`src/rtl/ptw_pkg.sv`:
```
package ptw_pkg;
  typedef enum logic [2:0] {
    S_IDLE,
    S_DIR_RD,
    S_DIR_WT,
    S_TBL_RD,
    S_TBL_WT,
    S_RESP
  } walk_state_e;

  typedef enum logic {
    LVL_DIR = 1'b0,
    LVL_TBL = 1'b1
  } walk_level_e;

  localparam int unsigned ENTRY_BYTES_LOG2 = 2;
  localparam int unsigned VALID_POS        = 0;
endpackage

```
`src/rtl/ptw_index_split.sv`:
```
module ptw_index_split #(
  parameter int unsigned DIR_IDX_W = 10,
  parameter int unsigned TBL_IDX_W = 10,
  parameter int unsigned OFF_W     = 12
) (
  input  logic [DIR_IDX_W+TBL_IDX_W+OFF_W-1:0] vaddr,
  output logic [DIR_IDX_W-1:0]                 dir_idx,
  output logic [TBL_IDX_W-1:0]                 tbl_idx,
  output logic [OFF_W-1:0]                     page_off
);
  localparam int unsigned VA_W    = DIR_IDX_W + TBL_IDX_W + OFF_W;
  localparam int unsigned TBL_LSB = OFF_W;
  localparam int unsigned DIR_LSB = OFF_W + TBL_IDX_W;

  assign page_off = vaddr[OFF_W-1:0];
  assign tbl_idx  = vaddr[DIR_LSB-1:TBL_LSB];
  assign dir_idx  = vaddr[VA_W-1:DIR_LSB];
endmodule

```
`src/rtl/ptw_entry_decode.sv`:
```
module ptw_entry_decode
  import ptw_pkg::*;
#(
  parameter int unsigned PA_W  = 32,
  parameter int unsigned OFF_W = 12
) (
  input  logic [PA_W-1:0]       entry,
  output logic                  valid,
  output logic [PA_W-OFF_W-1:0] frame
);
  assign valid = entry[VALID_POS];
  assign frame = entry[PA_W-1:OFF_W];
endmodule

```
`src/rtl/ptw_addr_gen.sv`:
```
module ptw_addr_gen
  import ptw_pkg::*;
#(
  parameter int unsigned PA_W      = 32,
  parameter int unsigned OFF_W     = 12,
  parameter int unsigned DIR_IDX_W = 10,
  parameter int unsigned TBL_IDX_W = 10
) (
  input  walk_level_e           level,
  input  logic [PA_W-OFF_W-1:0] root_frame,
  input  logic [PA_W-OFF_W-1:0] tbl_frame,
  input  logic [DIR_IDX_W-1:0]  dir_idx,
  input  logic [TBL_IDX_W-1:0]  tbl_idx,
  output logic [PA_W-1:0]       rd_addr
);
  localparam int unsigned FRAME_W = PA_W - OFF_W;

  logic [FRAME_W-1:0] base_frame;
  logic [PA_W-1:0]    idx_off;

  generate
    if (OFF_W >= DIR_IDX_W + ENTRY_BYTES_LOG2 && OFF_W >= TBL_IDX_W + ENTRY_BYTES_LOG2) begin : g_in_page
      // The scaled index fits inside the page offset, so the add reduces to a concatenation.
      logic [OFF_W-1:0] low_bits;
      always_comb begin
        low_bits = '0;
        if (level == LVL_TBL) low_bits[TBL_IDX_W+ENTRY_BYTES_LOG2-1:ENTRY_BYTES_LOG2] = tbl_idx;
        else                  low_bits[DIR_IDX_W+ENTRY_BYTES_LOG2-1:ENTRY_BYTES_LOG2] = dir_idx;
      end
      assign idx_off = {{FRAME_W{1'b0}}, low_bits};
    end else begin : g_full_add
      always_comb begin
        idx_off = '0;
        if (level == LVL_TBL) idx_off[TBL_IDX_W+ENTRY_BYTES_LOG2-1:ENTRY_BYTES_LOG2] = tbl_idx;
        else                  idx_off[DIR_IDX_W+ENTRY_BYTES_LOG2-1:ENTRY_BYTES_LOG2] = dir_idx;
      end
    end
  endgenerate

  assign base_frame = (level == LVL_TBL) ? tbl_frame : root_frame;
  assign rd_addr    = {base_frame, {OFF_W{1'b0}}} + idx_off;
endmodule

```
`src/rtl/ptw_walker.sv`:
```
module ptw_walker
  import ptw_pkg::*;
#(
  parameter int unsigned PA_W      = 32,
  parameter int unsigned DIR_IDX_W = 10,
  parameter int unsigned TBL_IDX_W = 10,
  parameter int unsigned OFF_W     = 12
) (
  input  logic                                 clk,
  input  logic                                 rst_n,
  input  logic [PA_W-1:0]                      dir_root,
  input  logic                                 req_valid,
  output logic                                 req_ready,
  input  logic [DIR_IDX_W+TBL_IDX_W+OFF_W-1:0] req_vaddr,
  output logic                                 mem_rd_req,
  output logic [PA_W-1:0]                      mem_rd_addr,
  input  logic                                 mem_rd_valid,
  input  logic [PA_W-1:0]                      mem_rd_data,
  output logic                                 rsp_valid,
  output logic [PA_W-1:0]                      rsp_paddr,
  output logic                                 rsp_fault,
  output logic                                 rsp_fault_lvl
);
  localparam int unsigned VA_W    = DIR_IDX_W + TBL_IDX_W + OFF_W;
  localparam int unsigned FRAME_W = PA_W - OFF_W;

  // Reset: asserted asynchronously, released on a clock edge.
  logic [1:0] rsync_q;
  logic       rst_ni;

  always_ff @(posedge clk or negedge rst_n) begin
    if (!rst_n) rsync_q <= 2'b00;
    else        rsync_q <= {rsync_q[0], 1'b1};
  end
  assign rst_ni = rsync_q[1];

  // State and captured request.
  walk_state_e        st_q, st_d;
  logic [VA_W-1:0]    va_q;
  logic [FRAME_W-1:0] root_q;
  logic [FRAME_W-1:0] tframe_q;
  logic [PA_W-1:0]    paddr_q, paddr_d;
  logic               fault_q, fault_d;
  walk_level_e        flvl_q, flvl_d;
  logic               cap_en, tf_en, res_en;

  logic [DIR_IDX_W-1:0] dir_idx;
  logic [TBL_IDX_W-1:0] tbl_idx;
  logic [OFF_W-1:0]     page_off;
  logic                 ent_valid;
  logic [FRAME_W-1:0]   ent_frame;
  walk_level_e          rd_level;

  ptw_index_split #(
    .DIR_IDX_W (DIR_IDX_W),
    .TBL_IDX_W (TBL_IDX_W),
    .OFF_W     (OFF_W)
  ) i_split (
    .vaddr    (va_q),
    .dir_idx  (dir_idx),
    .tbl_idx  (tbl_idx),
    .page_off (page_off)
  );

  ptw_entry_decode #(
    .PA_W  (PA_W),
    .OFF_W (OFF_W)
  ) i_decode (
    .entry (mem_rd_data),
    .valid (ent_valid),
    .frame (ent_frame)
  );

  assign rd_level = (st_q == S_TBL_RD) ? LVL_TBL : LVL_DIR;

  ptw_addr_gen #(
    .PA_W      (PA_W),
    .OFF_W     (OFF_W),
    .DIR_IDX_W (DIR_IDX_W),
    .TBL_IDX_W (TBL_IDX_W)
  ) i_addr (
    .level      (rd_level),
    .root_frame (root_q),
    .tbl_frame  (tframe_q),
    .dir_idx    (dir_idx),
    .tbl_idx    (tbl_idx),
    .rd_addr    (mem_rd_addr)
  );

  // Next-state logic.
  always_comb begin
    st_d    = st_q;
    cap_en  = 1'b0;
    tf_en   = 1'b0;
    res_en  = 1'b0;
    paddr_d = '0;
    fault_d = 1'b0;
    flvl_d  = LVL_DIR;
    unique case (st_q)
      S_IDLE: begin
        if (req_valid) begin
          cap_en = 1'b1;
          st_d   = S_DIR_RD;
        end
      end
      S_DIR_RD: st_d = S_DIR_WT;
      S_DIR_WT: begin
        if (mem_rd_valid) begin
          if (ent_valid) begin
            tf_en = 1'b1;
            st_d  = S_TBL_RD;
          end else begin
            res_en  = 1'b1;
            fault_d = 1'b1;
            flvl_d  = LVL_DIR;
            st_d    = S_RESP;
          end
        end
      end
      S_TBL_RD: st_d = S_TBL_WT;
      S_TBL_WT: begin
        if (mem_rd_valid) begin
          res_en = 1'b1;
          st_d   = S_RESP;
          if (ent_valid) begin
            paddr_d = {ent_frame, page_off};
          end else begin
            fault_d = 1'b1;
            flvl_d  = LVL_TBL;
          end
        end
      end
      S_RESP:  st_d = S_IDLE;
      default: st_d = S_IDLE;
    endcase
  end

  // Registers.
  always_ff @(posedge clk or negedge rst_ni) begin
    if (!rst_ni) st_q <= S_IDLE;
    else         st_q <= st_d;
  end

  always_ff @(posedge clk or negedge rst_ni) begin
    if (!rst_ni) begin
      va_q   <= '0;
      root_q <= '0;
    end else if (cap_en) begin
      va_q   <= req_vaddr;
      root_q <= dir_root[PA_W-1:OFF_W];
    end
  end

  always_ff @(posedge clk or negedge rst_ni) begin
    if (!rst_ni)    tframe_q <= '0;
    else if (tf_en) tframe_q <= ent_frame;
  end

  always_ff @(posedge clk or negedge rst_ni) begin
    if (!rst_ni) begin
      paddr_q <= '0;
      fault_q <= 1'b0;
      flvl_q  <= LVL_DIR;
    end else if (res_en) begin
      paddr_q <= paddr_d;
      fault_q <= fault_d;
      flvl_q  <= flvl_d;
    end
  end

  // Outputs decoded from state.
  assign req_ready     = (st_q == S_IDLE);
  assign mem_rd_req    = (st_q == S_DIR_RD) || (st_q == S_TBL_RD);
  assign rsp_valid     = (st_q == S_RESP);
  assign rsp_paddr     = paddr_q;
  assign rsp_fault     = fault_q;
  assign rsp_fault_lvl = flvl_q;

  // Checks.
  p_rd_pulse_r9: assert property (@(posedge clk) disable iff (!rst_ni)
    mem_rd_req |=> !mem_rd_req)
    else $error("read request longer than one cycle");

  p_accept_starts_walk_r7: assert property (@(posedge clk) disable iff (!rst_ni)
    (req_valid && req_ready) |=> (!req_ready && mem_rd_req))
    else $error("accepted request did not start a directory read");

  p_rsp_pulse_r7: assert property (@(posedge clk) disable iff (!rst_ni)
    rsp_valid |=> (!rsp_valid && req_ready))
    else $error("response not a single pulse followed by idle");

  p_busy_no_ready_r7: assert property (@(posedge clk) disable iff (!rst_ni)
    mem_rd_req |-> !req_ready)
    else $error("ready raised during a walk");

  p_fault_no_addr_r5: assert property (@(posedge clk) disable iff (!rst_ni)
    (rsp_valid && rsp_fault) |-> (rsp_paddr == '0))
    else $error("fault response carries an address");

  p_dir_fault_skip_r4: assert property (@(posedge clk) disable iff (!rst_ni)
    (st_q == S_DIR_WT && mem_rd_valid && !ent_valid) |=>
      (rsp_valid && rsp_fault && rsp_fault_lvl == LVL_DIR && !mem_rd_req))
    else $error("invalid directory entry did not end the walk");

  p_rd_aligned_r2: assert property (@(posedge clk) disable iff (!rst_ni)
    mem_rd_req |-> (mem_rd_addr[ENTRY_BYTES_LOG2-1:0] == '0))
    else $error("entry read not word aligned");
endmodule

```
`config.mk`:
```
export PLATFORM = sky130hd
export DESIGN_NAME = ptw_walker
export DESIGN_NICKNAME = d
export VERILOG_FILES = /design/src/rtl/ptw_pkg.sv /design/src/rtl/ptw_index_split.sv /design/src/rtl/ptw_entry_decode.sv /design/src/rtl/ptw_addr_gen.sv /design/src/rtl/ptw_walker.sv
export SDC_FILE = /design/constraint.sdc
export NUM_CORES = 1
export LEC_CHECK = 0
export ABC_AREA = 1
export BUFFER_PORTS_ARGS = -buffer_cell sky130_fd_sc_hd__buf_4
export CAP_MARGIN = 20
export CORE_MARGIN = 3
export CORE_UTILIZATION = 35
export CTS_BUF_LIST = sky130_fd_sc_hd__clkbuf_16
export DETAILED_ROUTE_END_ITERATION = 7
export GPL_ROUTABILITY_DRIVEN = 1
export HOLD_SLACK_MARGIN = 0.02
export PLACE_DENSITY = 0.65
export SLEW_MARGIN = 20
export SYNTH_ARGS = -nofsm -noshare
export SYNTH_HDL_FRONTEND = slang
export SYNTH_SLANG_ARGS = --single-unit
```
`constraint.sdc`:
```
create_clock -name clk -period 4 [get_ports clk]
set_input_delay 0.8 -clock clk [delete_from_list [all_inputs] [get_ports clk]]
set_output_delay 0.8 -clock clk [all_outputs]
set_load 0.05 [all_outputs]
```
==> flow_summary.yaml <==
synthesis:
  synth_cell_type_count: 18
  synth_area_um2: 4890
  ys_seq_area_share_pct: 56.8
  ys_ff_latch: 111
  synth_warnings: 0
  syn_area_per_cell_um2: 8.07
  synth_cells: 606
floorplan:
  boundaryPins: 169
  die_h_um: 124
  die_area_um2: 15400
  rows: 42
  die_w_um: 124
  core_um2: 13500
  start_util_pct: 36.4
detailed_routing:
  dr_total_vias: 4501
  drt_wl_total_um: 13400
  first_pass_iters: 5
  first_iter_violations: 324
  avgRoutedWirePerCell_um: 14.7
  vias_per_cell: 4.95
  drc_errors: 0
  ant_nets: 0
timing:
  slew_headroom_pct: 33.1
  fin_tns_setup_ps: 0
  setup_viol: 0
  period_needed_ps: 2690
  rsz0062_at_grt: "no"
  finalCritPeriodShare_pct: 67.3
  max_slew.worst_pin.slew_ps: 1000
  fmax_mhz: 371
  slew_viol_final: 0
  hold_violations: 0
  fin_skew_ps: 6.99
clocking:
  cts.sinks: 111
  numCtsBuffers: 9
  root_buffer: "clkbuf_16"
  cts.path.max_buffers: 2
  cts_setup_buffers: 0
  htreeDepth: 3
  clk_latency_ps: 350
  clk_transition_reported_paths_ps: 70
  hold_buffers: 0
  ctsResizeCount: 0
  cts_tree: "done"
finish:
  final_common_cell: "nand2_1"
  num-nets-final: 828
  drive_gt1_share_pct: 23.9
  final_cell_mix: "266 x nand2_1, 150 x buf_4, 123 x nand3_1"
  syn_to_final_growth_pct: 30.0
worst_setup_path:
  worstPathArrival_ps: 1890
  cp.required_ps: 3200
  path_buf_inv: 2
  path_max_fanout: 30
  path_cells: "inv_2 > nor2_2 > nand2_2 > nand2_1 > nand2_1 > buf_4"
  critPathMostFrequentCell: "nand2_1"
  critPathMaxStageDelay_ps: 480
  crit_family: "simple AND/OR/NAND/NOR gates"
  start_kind: "flop"
  crit_slowest_cell: "nand2_2"
  setup.worst_path.end_class: "output pin"
  worstSetupPathType: "flop to output pin"
global_routing:
  antenna_found_initial: 1
  grt_pass1_vias: 4363
  grtUsageTotal_pct: 17.6
  use_met3_pct: 3.52
  grt_pass1_wl_um: 22400
  grt.busiest_layer: "met2"
  overflow: 0
  grt_max_degree: 81
  grtUsageMet1_pct: 24.4
  met2_usage_pct: 27.2
power_and_ir_drop:
  p_sw_mw: 2.85
  comb_power_share_pct: 51.8
  total_leakage_power_nw: 3.60
  peakVddDrop_mv: 0.554
  total_power_mw: 5.83
  seqPwrFrac_pct: 33.2
  power_density_nw_per_um2: 916
  internal-power_mw: 2.98
  clock_power_share_pct: 15.0
  p_sw_share_pct: 48.9
place:
  globalplace.congestion: 0.788
  port_buffers: 143
  hpwl_um: 9070
min_path:
  holdCritPathClass: "primary input to asynchronous set/reset pin"
status:
  status: "finished clean"
flow_run:
  cap_viol_max_count: 0
power by group through the flow:
| stage | combinational (mW) | sequential, mW | clock, mW |
|---|---|---|---|
| after floorplan | 1.68 | 2.40 | 0 |
| after global routing | 3.27 | 2.00 | 0.950 |
| after global placement | 2.99 | 1.94 | 0 |
| after detailed placement | 3.03 | 1.96 | 0 |
| final | 3.02 | 1.93 | 0.875 |
| after CTS | 3.03 | 1.95 | 0.904 |
kinds of logic (layout without fill, tap and decap cells):
family	count (synthesis)	count (layout)	synth area share, %
and+or+nand+nor	402	402	34.4
AOI/OAI and AO/OA	22	22	2.25
DFF	111	111	56.8
other	2	4	0.153
buffers and inverters	69	195	6.44
metrics by stage:
stage | instance area, um^2 | setup slack (ps) | hold WS, ps | utilization [%] | cells
after CTS | 6330 | 898 | 204 | 47.0 | 908
after floorplan | 4900 | 679 | 331 | - | 607
after global placement | 6040 | 1310 | 340 | 44.9 | 892
after detailed placement | 6050 | 1290 | 341 | 44.9 | 892
after global routing | 6360 | 1130 | 201 | 47.3 | 910
final | 6360 | 1310 | 222 | 47.3 | 910
cell usage after synthesis:
library cell | number | area (um^2)
buf_1 | 4 | 15.0
buf_2 | 21 | 105
buf_4 | 8 | 60.1
clkbuf_1 | 8 | 30.0
conb_1 | 2 | 7.51
dfrtp_1 | 111 | 2780
inv_1 | 24 | 90.1
inv_2 | 4 | 15.0
nand2_1 | 268 | 1010
nand2_2 | 2 | 12.5
nand3_1 | 123 | 616
nand4_1 | 1 | 6.26
nor2_1 | 4 | 15.0
nor2_2 | 2 | 12.5
nor3_1 | 1 | 5.00
nor3_2 | 1 | 10.0
o21ai_0 | 2 | 10.0
o21ai_1 | 20 | 100
final timing paths:
check | start | to | slack (ps) | depth (start not counted)
max | st_q[0] | mem_rd_addr[30] | 1310 | 6
min | rst_n | rsync_q[1] | 220 | 1
max reg2reg | st_q[1] | root_q[9] | 1810 | 7
min reg2reg | rsync_q[1] | st_q[2] | 250 | 0
max in group asynchronous | rsync_q[1] | va_q[20] | 3020 | 1
min in group clk | rsync_q[0] | rsync_q[1] | 360 | 0
registers in the layout, summed over array words and instances (netlist names):
register	count
rsp_paddr	32
va_q	32
root_q	20
tframe_q	20
st_q	3
rsync_q	2
rsp_fault	1
rsp_fault_lvl	1
worst register-to-register path, stage by stage (launching register included):
cell,delay [ps]
dfrtp_1,390
buf_4,280
nor2_1,210
nand2_1,80
inv_2,170
nand2_2,600
nand2_1,290
nand2_1,70
layout make-up:
class / count / area [um^2]
Clock inverter: 7 / 57.6
Clock buffer: 9 / 225
Tap cell: 176 / 220
Fill cell: 1364 / 7090
Inverter: 28 / 105
Timing Repair Buffer: 151 / 1150
Antenna cell: 1 / 2.50
Multi-Input combinational cell: 427 / 1820
Sequential cell: 111 / 2780
metal layers:
layer | vias up | part of all wire [%] | wire length [um]
met5 | - | 0 | 0
met4 | 0 | 1.8 | 245
met1 | 2141 | 44 | 5880
met2 | 177 | 47 | 6300
li1 | 2169 | - | -
met3 | 14 | 7.3 | 985
(Power assumes the default switching activity.)
